**src/rtl/aspclk_gen.sv**
```systemverilog
module aspclk_gen #(
  parameter int DIV_W  = 8,
  parameter int FLEN_W = 9
) (
  input  logic              aux_clk,
  input  logic              rst,
  input  logic [DIV_W-1:0]  mclk_div,
  input  logic [DIV_W-1:0]  bclk_div,
  input  logic [FLEN_W-1:0] frame_len,
  input  logic              fs_word,
  input  logic              fs_inv,
  input  logic              bclk_src_ext,
  input  logic              fs_src_ext,
  input  logic              mclk_pin_i,
  input  logic              bclk_pin_i,
  input  logic              mclk_en,
  input  logic              bclk_en,
  input  logic              fs_en,
  output logic              mclk_o,
  output logic              mclk_oe,
  output logic              bclk_o,
  output logic              bclk_oe,
  output logic              fs_o,
  output logic              fs_oe
);

  localparam int DW1 = DIV_W + 1;
  localparam int FW1 = FLEN_W + 1;

  // pin synchronisers: [0],[1] resolve, [2] delays the level to line up with the tick
  logic [2:0] msync, bsync;
  always_ff @(posedge aux_clk) begin
    if (rst) begin
      msync <= '0;
      bsync <= '0;
    end else begin
      msync <= {msync[1:0], mclk_pin_i};
      bsync <= {bsync[1:0], bclk_pin_i};
    end
  end

  logic m_ext_tick, b_ext_tick;
  assign m_ext_tick = msync[1] & ~msync[2];
  assign b_ext_tick = bsync[1] & ~bsync[2];

  // master clock divider: advances on every reference cycle
  logic [DIV_W-1:0] a_act, a_cnt;
  logic             a_q, a_wrap, m_lvl;
  logic [DW1-1:0]   a_hi, a_nxt;

  assign a_wrap = (a_cnt == a_act);
  assign a_hi   = (DW1'(a_act) + DW1'(2)) >> 1;
  assign a_nxt  = DW1'(a_cnt) + DW1'(1);

  always_ff @(posedge aux_clk) begin
    if (rst) begin
      a_act <= mclk_div;
      a_cnt <= mclk_div;
      a_q   <= 1'b0;
    end else if (a_wrap) begin
      a_act <= mclk_div;
      a_cnt <= '0;
      a_q   <= 1'b1;
    end else begin
      a_cnt <= a_cnt + DIV_W'(1);
      a_q   <= (a_nxt < a_hi);
    end
  end

  assign m_lvl = (a_act == '0) ? aux_clk : a_q;

  // bit clock divider
  logic [DIV_W-1:0] b_act, b_cnt;
  logic             b_q, b_tin, b_lin, b_wrap, b_tick, b_lvl;
  logic [DW1-1:0]   b_hi, b_nxt;

  assign b_tin  = bclk_src_ext ? m_ext_tick : a_wrap;
  assign b_lin  = bclk_src_ext ? msync[2]   : m_lvl;
  assign b_wrap = (b_cnt == b_act);
  assign b_tick = b_tin & b_wrap;
  assign b_hi   = (DW1'(b_act) + DW1'(2)) >> 1;
  assign b_nxt  = DW1'(b_cnt) + DW1'(1);

  always_ff @(posedge aux_clk) begin
    if (rst) begin
      b_act <= bclk_div;
      b_cnt <= bclk_div;
      b_q   <= 1'b0;
    end else if (b_tin) begin
      if (b_wrap) begin
        b_act <= bclk_div;
        b_cnt <= '0;
        b_q   <= 1'b1;
      end else begin
        b_cnt <= b_cnt + DIV_W'(1);
        b_q   <= (b_nxt < b_hi);
      end
    end
  end

  assign b_lvl = (b_act == '0) ? b_lin : b_q;

  // frame sync generator
  logic [FLEN_W-1:0] f_req, f_len, f_bc;
  logic              f_tin, f_wrap, act_word, act_inv, f_q;
  logic [FW1-1:0]    f_half, f_nxt;

  assign f_req  = (frame_len == '0) ? FLEN_W'(1) : frame_len;
  assign f_tin  = fs_src_ext ? b_ext_tick : b_tick;
  assign f_wrap = (f_bc == f_len);
  assign f_half = (FW1'(f_len) + FW1'(1)) >> 1;
  assign f_nxt  = FW1'(f_bc) + FW1'(1);

  always_ff @(posedge aux_clk) begin
    if (rst) begin
      f_len    <= f_req;
      f_bc     <= f_req;
      act_word <= fs_word;
      act_inv  <= fs_inv;
      f_q      <= fs_inv;
    end else if (f_tin) begin
      if (f_wrap) begin
        f_len    <= f_req;
        f_bc     <= '0;
        act_word <= fs_word;
        act_inv  <= fs_inv;
        f_q      <= ~fs_inv;
      end else begin
        f_bc <= f_bc + FLEN_W'(1);
        f_q  <= (act_word && (f_nxt < f_half)) ^ act_inv;
      end
    end
  end

  assign mclk_oe = mclk_en;
  assign bclk_oe = bclk_en;
  assign fs_oe   = fs_en;
  assign mclk_o  = mclk_en & m_lvl;
  assign bclk_o  = bclk_en & b_lvl;
  assign fs_o    = fs_en & f_q;

  assert_mclk_ratio_hold_R7: assert property (@(posedge aux_clk) disable iff (rst)
    (!$past(rst) && !$past(a_wrap)) |-> $stable(a_act));

  assert_bclk_ratio_hold_R7: assert property (@(posedge aux_clk) disable iff (rst)
    (!$past(rst) && !$past(b_tick)) |-> $stable(b_act));

  assert_frame_cfg_hold_R8: assert property (@(posedge aux_clk) disable iff (rst)
    (!$past(rst) && !$past(f_tin && f_wrap)) |-> $stable({f_len, act_word, act_inv}));

  assert_fs_moves_on_tick_R5: assert property (@(posedge aux_clk) disable iff (rst)
    (!$past(rst) && !$past(f_tin)) |-> $stable(f_q));

  assert_fs_bit_mode_first_R6: assert property (@(posedge aux_clk) disable iff (rst)
    (!act_word && (f_q != act_inv)) |-> (f_bc == '0));

  assert_mclk_rise_at_start_R3: assert property (@(posedge aux_clk) disable iff (rst)
    ((a_act != '0) && $rose(a_q)) |-> (a_cnt == '0));

endmodule

```
**config.mk**
```make
export PLATFORM = sky130hd
export DESIGN_NAME = aspclk_gen
export DESIGN_NICKNAME = d
export VERILOG_FILES = /design/src/rtl/aspclk_gen.sv
export SDC_FILE = /design/constraint.sdc
export NUM_CORES = 1
export LEC_CHECK = 0
export BUFFER_PORTS_ARGS = -buffer_cell sky130_fd_sc_hd__buf_2
export CAP_MARGIN = 20
export CORE_MARGIN = 2
export CORE_UTILIZATION = 53
export CTS_CLUSTER_DIAMETER = 40
export DETAILED_ROUTE_END_ITERATION = 7
export HOLD_SLACK_MARGIN = 0.12
export PLACE_DENSITY = 0.77
export SLEW_MARGIN = 30
export SYNTH_ARGS = -nofsm -noshare
export SYNTH_HDL_FRONTEND = slang
export SYNTH_SLANG_ARGS = --single-unit
export TNS_END_PERCENT = 1
```
**constraint.sdc**
```tcl
create_clock -name aux_clk -period 2.55 [get_ports aux_clk]
set_clock_uncertainty 0.15 [all_clocks]
set_input_delay 0.255 -clock aux_clk [delete_from_list [all_inputs] [get_ports aux_clk]]
set_output_delay 0.255 -clock aux_clk [all_outputs]
set_load 0.005 [all_outputs]
```
# Word level (Yosys, flattened, before mapping)
# Index checks and enable logic that the tools add are counted.
[totals]
reg_bits = 61
latchBits = 0
ramBits = 0
romBits = 0
input_bits = 36
output_inout_bits = 6
word_cells = 82
n_memories = 0
[classes]
n_addsub = 9
n_mul = 0
div_mod_pow = 0
order_cmp = 3
eq_ne = 3
shifts = 0
mux = 33
n_bitwise = 10
reduce_logical = 11
[op_table]
columns = ["op", "n"]
rows = [
  ["8-bit two-way mux", 10],
  ["9-bit two-way mux", 7],
  ["9-bit by 1-bit adder with 10-bit output, second input constant", 2],
  ["8-bit by 1-bit adder with 9-bit output, second input constant", 2],
  ["8-bit by 2-bit adder with 9-bit output, second input constant", 2],
  ["9-bit by 8-bit < comparator with 1-bit output", 2],
  ["8-bit by 1-bit adder with 8-bit output, second input constant", 2],
  ["8-bit == test", 2],
  ["8-bit logical NOT", 2],
  ["1-bit two-way mux", 16],
  ["10-bit by 9-bit < comparator with 1-bit output", 1],
  ["2-bit nonzero test", 5],
  ["9-bit by 1-bit adder with 9-bit output, second input constant", 1],
  ["9-bit == test", 1],
  ["9-bit logical NOT", 1],
  ["1-bit AND", 6],
  ["2-bit AND reduction", 2],
  ["1-bit inverter", 3],
  ["1-bit logical AND", 1],
  ["1-bit bitwise XOR", 1],
]

# Depth between registers and ports, before layout
[depth]
depth_word = 7
depth_mapped = 12
mapped_depth_nobuf = 12

==> flow_metrics.tcl <==
set metrics [dict create \
    synthAdderAreaFrac_pct 9.324 \
    grt_pass1_wl_um 15130 \
    final_cells 580 \
    portBuffers 41 \
    ios 42 \
    drtPass1Iterations 4 \
    grt_pass1_vias 3283 \
    rows 30 \
    grt_usage_pct 25.71 \
    synthMuxAreaShare_pct 0.5328 \
    min_path_type "in -> reg" \
    synthCells 377 \
    core_area_mm2 0.006832 \
    worst_skew_pair.late_latency_ns 0.45 \
    hold_viol_final 0 \
    synth.avg_cell_area_um2 9.966 \
    num_antenna_cells 0 \
    ys_seq_area_share_pct 44.49 \
    vias 3262 \
    crit_path_end_kind "flip-flop" \
    antenna_found_initial 0 \
    hpwl_um 6356 \
    multiInputGateArea_mm2 0.002062 \
    via_per_inst 5.624 \
    wl_um 9637 \
    vdd_ir_drop_max_uv 378.5 \
    wire_per_inst_um 16.62 \
    drv_cap 0 \
    status "finished with violations" \
    grt_overflow 0 \
    fin_crit_ns 2.641 \
    synth-compound-area-share_pct 10.06 \
    layout_commonest_cell "nand2_1" \
    grt_max_degree 28 \
    fp.dieW_um 88.20 \
    placed_cells 518 \
    ys_warn_count 0 \
    clk_pin_slew_worst_paths_ns 0.08 \
    place_area_mm2 0.004202 \
    fill_cells 514 \
    register_area_mm2 0.001672 \
    setup_tns_ns -0.1199 \
    async_reset_ff_share_pct 0 \
    mostFrequentLayoutCells "nand2_1, edfxtp_1, buf_2, buf_4" \
    synth.distinct_cells 46 \
    p_leak_nw 2.038 \
    preCtsSetupSlack_ns -0.08252 \
    required_ns 2.60 \
    stdcell_area_mm2 0.004911 \
    slew_violations 0 \
    chipHeight_um 88.20 \
    synthSimpleGateAreaFrac_pct 18.28 \
    worstMarginPinSlew_ns 0.5945 \
    ys_ff_latch 61 \
    drt_iter0_drc 243 \
    syn_nets 441 \
    critPathMaxFanout 4 \
    dieArea_mm2 0.007779 \
    synthXorXnorAreaFrac_pct 14.22 \
    setup_slack_ns -0.09128 \
    synth.area.top_cells "edfxtp_1, ha_1, dfxtp_1" \
    violations "negative setup slack" \
    cts_tree "built" \
    synth_top_family_by_area "simple AND/OR/NAND/NOR gates" \
    period_share_pct 103.6 \
    setup_viol 2 \
    final_nets 542 \
    ys.flop_type "edfxtp_1" \
    start_util_pct 55.00 \
    critPathKind "reg -> reg" \
    synth-edff-count 45 \
    globalplace.congestion 0.8754 \
    drive_above_1_share_pct 24.59 \
    rsz0062_at_grt "true" \
    remaining_drc_errors 0 \
    route.antenna.remaining_nets 0 \
    area_growth_pct 30.70 \
    slew-limit-headroom_pct 60.00 \
    totalPowerFinal_mw 2.791 \
    synth_top_area_share_pct 35.96 \
    synth_top_area_cell "edfxtp_1" \
    p_per_area_mw_per_mm2 568.4 \
    max_freq_mhz 378.6 \
    worstPathArrival_ns 2.69 \
    synthesis.area_mm2 0.003757 \
    cp-start-kind "flip-flop" \
]
-- worst max-delay path, cell delays in order (launching register included) --
cell      delay (ns)
edfxtp_1        0.41
and4_4          0.26
nand4_1         0.15
xnor2_2         0.26
ha_1            0.28
and4_1          0.17
nand2_1         0.06
nand4b_1        0.10
a211oi_2        0.23
mux2i_1         0.10
a211o_1         0.22
-- synthesized netlist by cell type, types with 3 or more instances --
library cell and instances:
nor2b_1 9, a21o_1 4, inv_1 6, nand2_1 58, nor2_1 9, edfxtp_1 45
o21ai_0 27, buf_2 3, and3_1 6, nand4_1 11, a21oi_1 6, buf_4 3
xnor2_1 31, xor2_1 30, nand3_1 20, nand2b_1 3, ha_1 28, and2_1 3
dfxtp_1 16, clkbuf_1 15, nor3_1 3, nor4_1 9
-- per-stage QoR --
stage / util, % / hold slack, ns
floorplan: - / 0.2039
global placement: 61.50 / 0.2803
detailed placement: 61.50 / 0.2925
CTS: 71.04 / 0.2452
global route: 71.89 / 0.2886
finish: 71.89 / 0.2629
-- flip-flops by register name (all words and copies together) (netlist names) --
signal    flops
a_cnt         8
act_word      1
a_act         8
b_act         8
f_len         9
a_q           1
msync         3
act_inv       1
f_q           1
b_q           1
b_cnt         8
bsync         3
f_bc          9
-- layer usage --
| metal | track usage (%) | wire, µm |
|---|---|---|
| met2 | 43.40 | 4849 |
| met5 | 0 | 0 |
| met1 | 31.72 | 4043 |
| met3 | 5.278 | 548 |
| met4 | 11.57 | 195 |
-- report_power, final --
group / leakage (nW) / switching [mW] / total [mW] / internal [mW]
Sequential: 0.577 / 0.0895 / 1.25 / 1.16
Clock: 0.153 / 0.426 / 0.950 / 0.524
Combinational: 1.31 / 0.295 / 0.593 / 0.298
Total: 2.04 / 0.810 / 2.79 / 1.98
-- path summary, 6_finish.rpt --
path,cells after the start,slack [ns],start,end
worst min-delay path,4,0.26,bclk_src_ext,b_q
worst min register to register,1,0.30,msync[0],msync[1]
worst max-delay path,10,-0.09,f_bc[3],f_q
worst max register to register,10,-0.09,f_bc[3],f_q
-- cell families after synthesis --
logic type	count (synthesis)
adder cells (fa/ha/maj)	28
AND/OR/NAND/NOR	139
flip-flops	61
buffers and inverters	27
XOR/XNOR	61
AO/OA/AOI/OAI	59
multiplexers	2
-- area by class of cell --
cell class              instances  area share, %
clock inverters                 3         0.3567
multi-input cells             289          41.99
repair buffers                104          15.69
inverters                       6         0.4586
clock buffers                  21          5.019
flip-flops and latches         61          34.04
well taps                      96          2.446
-- what timing repair did --
action | 4_1_cts | 5_1_grt
hold endpoints to repair | 57 | 0
resized for setup | 8 | 9
endpoints found under the setup margin | 3 | 25
setup buffers | 8 | 4
pin swaps | 4 | 17
hold buffers | 30 | 0
cloned | 0 | 0
Note: power is estimated with default switching activity, not from simulation.
